`src/rtl/intc_pkg.sv`:
```
// Package: shared register-select type and the address decode for the
// two-output interrupt controller.
// Assumes word-aligned byte offsets; the two low address bits are ignored.
package intc_pkg;

    typedef enum logic [2:0] {
        SEL_NONE,
        SEL_STAT0,
        SEL_STAT1,
        SEL_STEER,
        SEL_RAW,
        SEL_ENSET,
        SEL_ENCLR
    } reg_sel_e;

    localparam int unsigned DEC_W = 16;

    // Map a byte offset onto the register it selects.
    function automatic reg_sel_e decode_off(input logic [DEC_W-1:0] off);
        reg_sel_e s;
        case (off[DEC_W-1:2])
            14'h00:  s = SEL_STAT0;
            14'h01:  s = SEL_STAT1;
            14'h08:  s = SEL_STEER;
            14'h0C:  s = SEL_RAW;
            14'h0D:  s = SEL_ENSET;
            14'h0E:  s = SEL_ENCLR;
            default: s = SEL_NONE;
        endcase
        return s;
    endfunction

endpackage

```
`src/rtl/intc_ctrl_regs.sv`:
```
// Module: holds the enable mask and the steering register.
// The mask changes only through set and clear writes. The steering
// register is written whole. Assumes at most one write per cycle.
module intc_ctrl_regs
    import intc_pkg::*;
#(
    parameter int unsigned NUM_SRC = 32
) (
    input  logic               clk,
    input  logic               rst_n,
    input  logic               wr_en,
    input  reg_sel_e           wr_sel,
    input  logic [NUM_SRC-1:0] wr_data,
    output logic [NUM_SRC-1:0] mask_q,
    output logic [NUM_SRC-1:0] steer_q
);

    logic [NUM_SRC-1:0] mask_d;
    logic [NUM_SRC-1:0] steer_d;

    // Next-state of the mask and the steering word from the decoded write.
    always_comb begin
        mask_d  = mask_q;
        steer_d = steer_q;
        if (wr_en) begin
            case (wr_sel)
                SEL_ENSET: mask_d  = mask_q | wr_data;
                SEL_ENCLR: mask_d  = mask_q & ~wr_data;
                SEL_STEER: steer_d = wr_data;
                default:   ;
            endcase
        end
    end

    // State registers with synchronous active-low reset.
    always_ff @(posedge clk) begin
        if (!rst_n) begin
            mask_q  <= '0;
            steer_q <= '0;
        end else begin
            mask_q  <= mask_d;
            steer_q <= steer_d;
        end
    end

endmodule

```
`src/rtl/intc_steer.sv`:
```
// Module: forms the masked, steered status word for each output.
// The top source bit is the global gate, so it never shows in a status
// word. Purely combinational.
module intc_steer #(
    parameter int unsigned NUM_SRC = 32,
    parameter int unsigned NUM_OUT = 2
) (
    input  logic [NUM_SRC-1:0] raw_i,
    input  logic [NUM_SRC-1:0] mask_i,
    input  logic [NUM_SRC-1:0] steer_i,
    output logic [NUM_SRC-1:0] stat_o [NUM_OUT]
);

    localparam int unsigned GBIT = NUM_SRC - 1;

    logic gate_on;

    // Global gate taken from the top mask bit.
    always_comb gate_on = mask_i[GBIT];

    for (genvar k = 0; k < NUM_OUT; k++) begin : g_out
        for (genvar i = 0; i < NUM_SRC; i++) begin : g_bit
            if (i == GBIT) begin : g_gate
                // The gate position carries no source.
                always_comb stat_o[k][i] = 1'b0;
            end else begin : g_src
                // Source i goes to output k when its steer bit matches k.
                always_comb stat_o[k][i] = raw_i[i] & mask_i[i] & gate_on
                                         & (steer_i[i] == k[0]);
            end
        end
    end

endmodule

```
`src/rtl/intc_irq_line.sv`:
```
// Module: registered request line, the OR of one status word.
// Adds one clock of latency from source or mask change to the line.
module intc_irq_line #(
    parameter int unsigned NUM_SRC = 32
) (
    input  logic               clk,
    input  logic               rst_n,
    input  logic [NUM_SRC-1:0] stat_i,
    output logic               irq_q
);

    // Register the reduction of the status word.
    always_ff @(posedge clk) begin
        if (!rst_n) irq_q <= 1'b0;
        else        irq_q <= |stat_i;
    end

endmodule

```
`src/rtl/intc_rd_mux.sv`:
```
// Module: registered read path. Captures the selected word when a read
// strobe is seen and holds it otherwise. Unmapped and clear offsets give 0.
module intc_rd_mux
    import intc_pkg::*;
#(
    parameter int unsigned NUM_SRC = 32
) (
    input  logic               clk,
    input  logic               rst_n,
    input  logic               rd_en,
    input  reg_sel_e           rd_sel,
    input  logic [NUM_SRC-1:0] stat0_i,
    input  logic [NUM_SRC-1:0] stat1_i,
    input  logic [NUM_SRC-1:0] raw_i,
    input  logic [NUM_SRC-1:0] mask_i,
    input  logic [NUM_SRC-1:0] steer_i,
    output logic [NUM_SRC-1:0] rdata_q
);

    logic [NUM_SRC-1:0] rd_word;

    // Choose the word for the selected register.
    always_comb begin
        case (rd_sel)
            SEL_STAT0: rd_word = stat0_i;
            SEL_STAT1: rd_word = stat1_i;
            SEL_STEER: rd_word = steer_i;
            SEL_RAW:   rd_word = raw_i;
            SEL_ENSET: rd_word = mask_i;
            default:   rd_word = '0;
        endcase
    end

    // Capture on a read strobe, hold otherwise.
    always_ff @(posedge clk) begin
        if (!rst_n)     rdata_q <= '0;
        else if (rd_en) rdata_q <= rd_word;
    end

endmodule

```
`src/rtl/intc_dual_out.sv`:
```
// Module: top of the two-output level interrupt controller.
// Decodes single-cycle bus strobes, keeps mask and steering state, and
// drives two registered request lines. Sources are assumed synchronous
// to clk.
module intc_dual_out
    import intc_pkg::*;
#(
    parameter int unsigned NUM_SRC = 32,
    parameter int unsigned ADDR_W  = 8
) (
    input  logic               clk,
    input  logic               rst_n,
    input  logic               bus_sel,
    input  logic               bus_we,
    input  logic [ADDR_W-1:0]  bus_addr,
    input  logic [NUM_SRC-1:0] bus_wdata,
    output logic [NUM_SRC-1:0] bus_rdata,
    input  logic [NUM_SRC-1:0] src_i,
    output logic               irq0_o,
    output logic               irq1_o
);

    localparam int unsigned NUM_OUT = 2;
    localparam int unsigned PAD_W   = DEC_W - ADDR_W;

    reg_sel_e           acc_sel;
    logic               wr_en;
    logic               rd_en;
    logic [NUM_SRC-1:0] mask_q;
    logic [NUM_SRC-1:0] steer_q;
    logic [NUM_SRC-1:0] stat_w [NUM_OUT];
    logic [NUM_SRC-1:0] stat0_w;
    logic [NUM_SRC-1:0] stat1_w;
    logic               irq_w  [NUM_OUT];

    // Decode the byte offset and split the strobe into read and write.
    always_comb begin
        acc_sel = decode_off({{PAD_W{1'b0}}, bus_addr});
        wr_en   = bus_sel &  bus_we;
        rd_en   = bus_sel & ~bus_we;
    end

    intc_ctrl_regs #(.NUM_SRC(NUM_SRC)) u_regs (
        .clk     (clk),
        .rst_n   (rst_n),
        .wr_en   (wr_en),
        .wr_sel  (acc_sel),
        .wr_data (bus_wdata),
        .mask_q  (mask_q),
        .steer_q (steer_q)
    );

    intc_steer #(.NUM_SRC(NUM_SRC), .NUM_OUT(NUM_OUT)) u_steer (
        .raw_i   (src_i),
        .mask_i  (mask_q),
        .steer_i (steer_q),
        .stat_o  (stat_w)
    );

    // Named status words for the read path and the checker.
    always_comb begin
        stat0_w = stat_w[0];
        stat1_w = stat_w[1];
    end

    for (genvar k = 0; k < NUM_OUT; k++) begin : g_line
        intc_irq_line #(.NUM_SRC(NUM_SRC)) u_line (
            .clk    (clk),
            .rst_n  (rst_n),
            .stat_i (stat_w[k]),
            .irq_q  (irq_w[k])
        );
    end

    // Drive the output pins from the line registers.
    always_comb begin
        irq0_o = irq_w[0];
        irq1_o = irq_w[1];
    end

    intc_rd_mux #(.NUM_SRC(NUM_SRC)) u_rd (
        .clk     (clk),
        .rst_n   (rst_n),
        .rd_en   (rd_en),
        .rd_sel  (acc_sel),
        .stat0_i (stat0_w),
        .stat1_i (stat1_w),
        .raw_i   (src_i),
        .mask_i  (mask_q),
        .steer_i (steer_q),
        .rdata_q (bus_rdata)
    );

endmodule

```
`config.mk`:
```
export PLATFORM = sky130hd
export DESIGN_NAME = intc_dual_out
export DESIGN_NICKNAME = d
export VERILOG_FILES = /design/src/rtl/intc_pkg.sv /design/src/rtl/intc_ctrl_regs.sv /design/src/rtl/intc_steer.sv /design/src/rtl/intc_irq_line.sv /design/src/rtl/intc_rd_mux.sv /design/src/rtl/intc_dual_out.sv
export SDC_FILE = /design/constraint.sdc
export NUM_CORES = 1
export LEC_CHECK = 0
export BUFFER_PORTS_ARGS = -buffer_cell sky130_fd_sc_hd__buf_4
export CORE_ASPECT_RATIO = 0.6
export CORE_MARGIN = 1
export CORE_UTILIZATION = 55
export CTS_CLUSTER_SIZE = 8
export DETAILED_ROUTE_END_ITERATION = 10
export GPL_ROUTABILITY_DRIVEN = 0
export GPL_TIMING_DRIVEN = 0
export PLACE_DENSITY = 0.84
export SYNTH_ARGS = -nofsm -noshare
export SYNTH_HDL_FRONTEND = slang
export SYNTH_HIERARCHICAL = 1
export SYNTH_SLANG_ARGS = --single-unit
```
`constraint.sdc`:
```
create_clock -name clk -period 5.1 [get_ports clk]
set_input_delay 0.255 -clock clk [delete_from_list [all_inputs] [get_ports clk]]
set_output_delay 0.255 -clock clk [all_outputs]
set_load 0.005 [all_outputs]
```
==> flow_summary.toml, run 1 <==
[global_routing]
grt_max_degree = 17
grt.overflow.total = 0
grt_first_pass_wirelength_mm = 31.84
grt_pass1_vias = 6080
gr-usage-all-layers = 0.3433
grt_antenna_before_repair = 0

[cts]
worstSkewPairLatency_ns = 0.35
cts_tree = "done"
cts_buffers = 9
ctsHoldBuffers = 0
clkTransAtPathRegs_ns = 0.07
cts_buffer_depth = 2
post_cts_buffers = 0
clkSinkCount = 98
post_cts_resized = 0
htree_levels = 3
root_buffer = "clkbuf_16"

[synthesis]
synth_edf_count = 0
netlist_area_um2 = 6326
yosys_warnings = 6
synth.top_cell.area_share = 0.3101
postSynthAreaPerCell_um2 = 8.786
seq_area_frac_synth = 0.3101
synth_async_sr_flop_share = 0
synthCells = 720
yosysTopAreaCell = "dfxtp_1"
ys_types = 41
synth_ff_type = "dfxtp_1"
synth.area.top_cells = "dfxtp_1, a21oi_1, mux2_2, and4b_2, mux2i_1"
ys_seq_elements = 98

[floorplanning]
boundaryPins = 110
row_count = 29
dieWidth_um = 140.5
core-area_um2 = 10890
die_area_um2 = 11950
start_util = 0.5811
die_h_um = 85.08

[route]
ant_nets = 0
wl_per_cell_um = 21.03
drt_wl_total_mm = 20.67
drtIter0Drc = 723
first_pass_iters = 5
drc = 0
via_per_inst = 6.662
num_vias = 6549

[pwr]
pwr-share-clk = 0.424
p_seq_frac = 0.463
leakagePower_nw = 2.840
p_sw_w = 0.0004126
combPwrFrac = 0.113
p_int_w = 0.001243
peakVddDrop_mv = 0.1614
p_sw_frac = 0.2492
power_density_nw_per_um2 = 217.6

[outcome]
status = "complete, no violations"

[sta]
tightest_slew_ns = 0.8427
rsz0062_at_grt = "no"
drv_slew = 0
totalNegativeSetupSlack_ns = 0
max_slew_margin = 0.4348
fin_crit_sh = 0.4506
setup_viol = 0
fmax_ghz = 0.4352
hold_viol = 0
skew_ns = 0.003253
hold_slack_ns = 0.1631
period_needed_ns = 2.298

[critical_path]
worstReg2RegEnd = "g_line[0].u_line/irq_q$_SDFF_PN0_"
crit_start = "bus_addr[7]"
reg2reg_depth = 5
cpPeakStageDelay_ns = 0.68
r2r_slack_ns = 2.84
crit_chain = "buf_4 -> or2_1 -> a211oi_1 -> buf_4 -> buf_2 -> a21oi_1 -> a211o_1 -> a211oi_1"
worstSetupEndpointType = "flip-flop"
critical_path_class = "in2reg"
crit_end = "u_rd/rdata_q[29]$_SDFFE_PN0P_"
crit_required_ns = 5.34
start_kind = "input pin"
worst-path-max-fanout = 10
critPathArrivalTime_ns = 2.54
cp_slowest_cell = "a211oi_1"

[layout]
final_cell_area_um2 = 7611
nNetsFinal = 915
drive_gt1_frac = 0.3009
syn_to_final_growth_pct = 20.31
register_area_um2 = 1962
n_fill_cell = 824
diodes = 0
multi_input_area_um2 = 3940

[placement]
io_buffers = 107
place_hpwl_mm = 15.25
place_area_um2 = 7307

[flow_run]
cap_viol_max_count = 0

[worst_hold_path]
hp-class = "in2reg"
## synth_stat cells (2+ instances only)
| master | number |
|---|---|
| mux2_2 | 32 |
| nand4b_1 | 2 |
| clkbuf_2 | 6 |
| o21ai_1 | 3 |
| o21a_1 | 34 |
| buf_6 | 11 |
| o21ai_0 | 29 |
| nor4_1 | 14 |
| and4b_1 | 4 |
| clkbuf_1 | 24 |
| mux2i_1 | 32 |
| a21boi_0 | 15 |
| nand2_1 | 65 |
| and4_1 | 30 |
| a211oi_2 | 8 |
| buf_2 | 15 |
| nand4_1 | 4 |
| a211o_1 | 32 |
| and4b_2 | 29 |
| a21boi_1 | 17 |
| nor2b_1 | 35 |
| a211oi_1 | 25 |
| a21oi_1 | 118 |
| buf_4 | 12 |
| nor4_2 | 2 |
| a21oi_2 | 10 |
| dfxtp_1 | 98 |
## per-layer routing
layer,global-route usage,vias up,part of all wire
met2,0.5305,503,0.42
met4,0.09486,0,0.016
met1,0.4713,3034,0.42
li1,-,2968,-
met5,0,-,0
met3,0.09368,44,0.14
## power groups by stage
stage                     Clock, W  Combinational (W)  Sequential (W)
after CTS                 0.000705           0.000181        0.000767
final                     0.000702           0.000187        0.000767
after global placement           0           0.000173        0.000784
after global routing      0.000741           0.000197        0.000766
after detailed placement         0           0.000180        0.000784
after floorplan                  0          0.0000902        0.000785
## cell usage in the layout, fill, tap and decap left out, drive strengths merged, types with 2 or more instances in the layout
master,instances
mux2i,32
and4b,33
clkbuf,40
nand4,4
conb,2
mux2,32
o21ai,32
nand4b,2
nor4,16
a211o,32
o21a,34
a21boi,33
buf,146
dfxtp,98
a21oi,128
a211oi,33
and4,31
nand2,65
inv,2
nor2b,35
clkinv,3
## final cells by class
| cell class | instances | area share |
|---|---|---|
| plain buffers | 69 | 0.05573 |
| clock buffers | 10 | 0.03140 |
| repair buffers | 107 | 0.1055 |
| well taps | 139 | 0.02285 |
| flip-flops and latches | 98 | 0.2578 |
| inverters | 1 | 0.0004932 |
| clock inverters | 6 | 0.008548 |
| multi-input cells | 553 | 0.5177 |
## kinds of logic (layout without fill, tap and decap cells)
family	count (synthesis)	after routing	synth area share
AOI/OAI and AO/OA	294	294	0.3068
and+or+nand+nor	191	191	0.2045
muxes	64	64	0.1076
other	1	2	0.0005928
DFF	98	98	0.3101
xor gates and xnor gates	2	2	0.002769
buffers and inverters	70	193	0.06764
## worst min-delay path by stage
| stage | end | depth (start not counted) | start | slack (ns) |
|---|---|---|---|---|
| after floorplan | g_line[0].u_line/irq_q$_SDFF_PN0_ | 1 | rst_n | 0.37 |
| after global placement | u_regs/steer_q[31]$_SDFFE_PN0P_ | 2 | u_regs/steer_q[31]$_SDFFE_PN0P_ | 0.46 |
| after detailed placement | u_regs/steer_q[28]$_SDFFE_PN0P_ | 2 | u_regs/steer_q[28]$_SDFFE_PN0P_ | 0.48 |
| after CTS | u_regs/steer_q[8]$_SDFFE_PN0P_ | 3 | bus_wdata[8] | 0.16 |
| after global routing | u_regs/steer_q[8]$_SDFFE_PN0P_ | 3 | bus_wdata[8] | 0.16 |
| final | u_regs/steer_q[8]$_SDFFE_PN0P_ | 3 | bus_wdata[8] | 0.16 |
## critical path, delay by kind of cell
kind,cells,cell delay [ns]
simple gates,1,0.27
compound gates,4,1.30
buf+inv,3,0.70
## per-stage QoR
stage	setup slack [ns]	power (W)	utilization	instances
5_1_grt	2.738	0.001704	0.6992	983
2_1_floorplan	2.982	0.0008747	-	721
3_5_place_dp	2.563	0.0009642	0.6713	967
6_report	2.802	0.001656	0.6992	983
4_1_cts	2.914	0.001652	0.6992	983
3_3_place_gp	2.661	0.0009571	0.6713	967
(Power assumes the default switching activity.)
==> inputs of run 2 (changes only) <==
==> constraint.sdc (replaced) <==
create_clock -name clk -period 2.2 [get_ports clk]
set_input_delay 0.11 -clock clk [delete_from_list [all_inputs] [get_ports clk]]
set_output_delay 0.11 -clock clk [all_outputs]
set_load 0.005 [all_outputs]
==> flow_summary.toml, run 2 (synthesis gave the netlist of run 1 again) <==
[outcome]
status = "complete, no violations"

[route]
via_per_inst = 6.691
drt_wl_total_mm = 20.74
drtIter0Drc = 812
first_pass_iters = 7
num_vias = 6577
drc = 0
wl_per_cell_um = 21.10
ant_nets = 0

[flow_run]
cap_viol_max_count = 0

[worst_hold_path]
min_from = "bus_wdata[8]"
hp-class = "in2reg"

[critical_path]
crit_chain = "buf_4 -> or2_1 -> a2111oi_2 -> buf_4 -> buf_6 -> buf_4 -> a21oi_1 -> a211o_1 -> a211oi_1"
critical_path_class = "in2reg"
cpPeakStageDelay_ns = 0.54
cp_slowest_cell = "a2111oi_2"
crit_start = "bus_addr[7]"
worst-path-max-fanout = 10
cpMostUsedCell = "buf_4"
start_kind = "input pin"
critPathArrivalTime_ns = 2.34
crit_required_ns = 2.44
worstSetupEndpointType = "flip-flop"

[cts]
post_cts_buffers = 0
htree_levels = 3
post_cts_resized = 0
clkTransAtPathRegs_ns = 0.07
cts_buffer_depth = 2
clkSinkCount = 98
worstSkewPairLatency_ns = 0.35
cts_tree = "done"
cts_buffers = 9
ctsHoldBuffers = 0
root_buffer = "clkbuf_16"

[layout]
nNetsFinal = 915
diodes = 0
finalNonFillerCells = 983
utilization = 0.7014
drive_gt1_frac = 0.3057
final_cell_mix = "buf_4, a21oi_1, dfxtp_1"
syn_to_final_growth_pct = 20.69
layout_commonest_cell = "buf_4"

[sta]
setup_viol = 0
fin_crit_sh = 0.9529
rsz0062_at_grt = "no"
skew_ns = 0.002514
drv_slew = 0
tightest_slew_ns = 0.6808
hold_viol = 0
period_needed_ns = 2.096
max_slew_margin = 0.5462
fmax_ghz = 0.4770

[floorplanning]
core-area_um2 = 10890
dieWidth_um = 140.5
row_count = 29
boundaryPins = 110
die_area_um2 = 11950
start_util = 0.5811
die_h_um = 85.08

[pwr]
peakVddDrop_mv = 0.3771
p_sw_w = 0.0009658
p_sw_frac = 0.2510
combPwrFrac = 0.113
pwr-share-clk = 0.425
p_seq_frac = 0.462
power_density_nw_per_um2 = 504.1
leakagePower_nw = 2.845
p_int_w = 0.002883

[global_routing]
grt_first_pass_wirelength_mm = 31.84
grt_antenna_before_repair = 0
grt_pass1_vias = 6080
grt_max_degree = 17
grt.overflow.total = 0
gr-usage-all-layers = 0.3433

[placement]
placed_cells = 967
place_hpwl_mm = 15.25
io_buffers = 107
-- run 2: cell types whose count changed in the layout (fill, tap and decap cells not counted) --
cell	delta
a211oi_1	-1
nor4_1	-3
a211oi_2	+1
nor4_2	+3
-- run 2: path summary, 6_finish.rpt --
path | endpoint | slack (ns) | cells past startpoint
worst max-delay path | u_rd/rdata_q[29]$_SDFFE_PN0P_ | 0.10 | 9
worst min-delay path | u_regs/steer_q[8]$_SDFFE_PN0P_ | 0.02 | 3
worst max register to register | g_line[0].u_line/irq_q$_SDFF_PN0_ | 0.13 | 5
worst min register to register | u_regs/steer_q[28]$_SDFFE_PN0P_ | 0.49 | 2
-- run 2: per-stage QoR --
step	setup TNS [ns]	instance area, um^2	hold slack, ns	setup slack, ns	power (W)
floorplan	0	6330	0.2275	0.2271	0.002028
global placement	-1.632	7307	0.3725	-0.09366	0.002219
detailed placement	-5.009	7307	0.3760	-0.1917	0.002235
CTS	0	7611	0.01220	0.1114	0.003831
global route	0	7635	0.01531	0.01993	0.003952
finish	0	7635	0.01665	0.1037	0.003848
-- run 2: area by class of cell --
class / instances / area (um^2)
Timing Repair Buffer: 107 / 803.3
Clock buffer: 10 / 239.0
Sequential cell: 98 / 1962
Tap cell: 139 / 173.9
Buffer: 69 / 424.2
Multi-Input combinational cell: 553 / 3964
Inverter: 1 / 3.754
Fill cell: 819 / 3251
Clock inverter: 6 / 65.06
-- run 2: power by group through the flow --
stage	Sequential, W	Clock, W	Combinational (W)
2_1_floorplan	0.00182	0	0.000209
3_3_place_gp	0.00182	0	0.000400
3_5_place_dp	0.00182	0	0.000417
4_1_cts	0.00178	0.00163	0.000419
5_1_grt	0.00178	0.00172	0.000458
6_report	0.00178	0.00164	0.000435
-- run 2: worst max-delay path, delay by kind of cell --
kind	cells	cell delay (ns)
AOI/OAI and AO/OA	4	1.17
buffers and inverters	4	0.77
and+or+nand+nor	1	0.28
-- run 2: routing by layer --
| metal | vias to the layer above | global-route usage | share of wire |
|---|---|---|---|
| met4 | 0 | 0.09486 | 0.019 |
| li1 | 2964 | - | - |
| met2 | 475 | 0.5305 | 0.42 |
| met3 | 53 | 0.09368 | 0.13 |
| met5 | - | 0 | 0 |
| met1 | 3085 | 0.4713 | 0.42 |
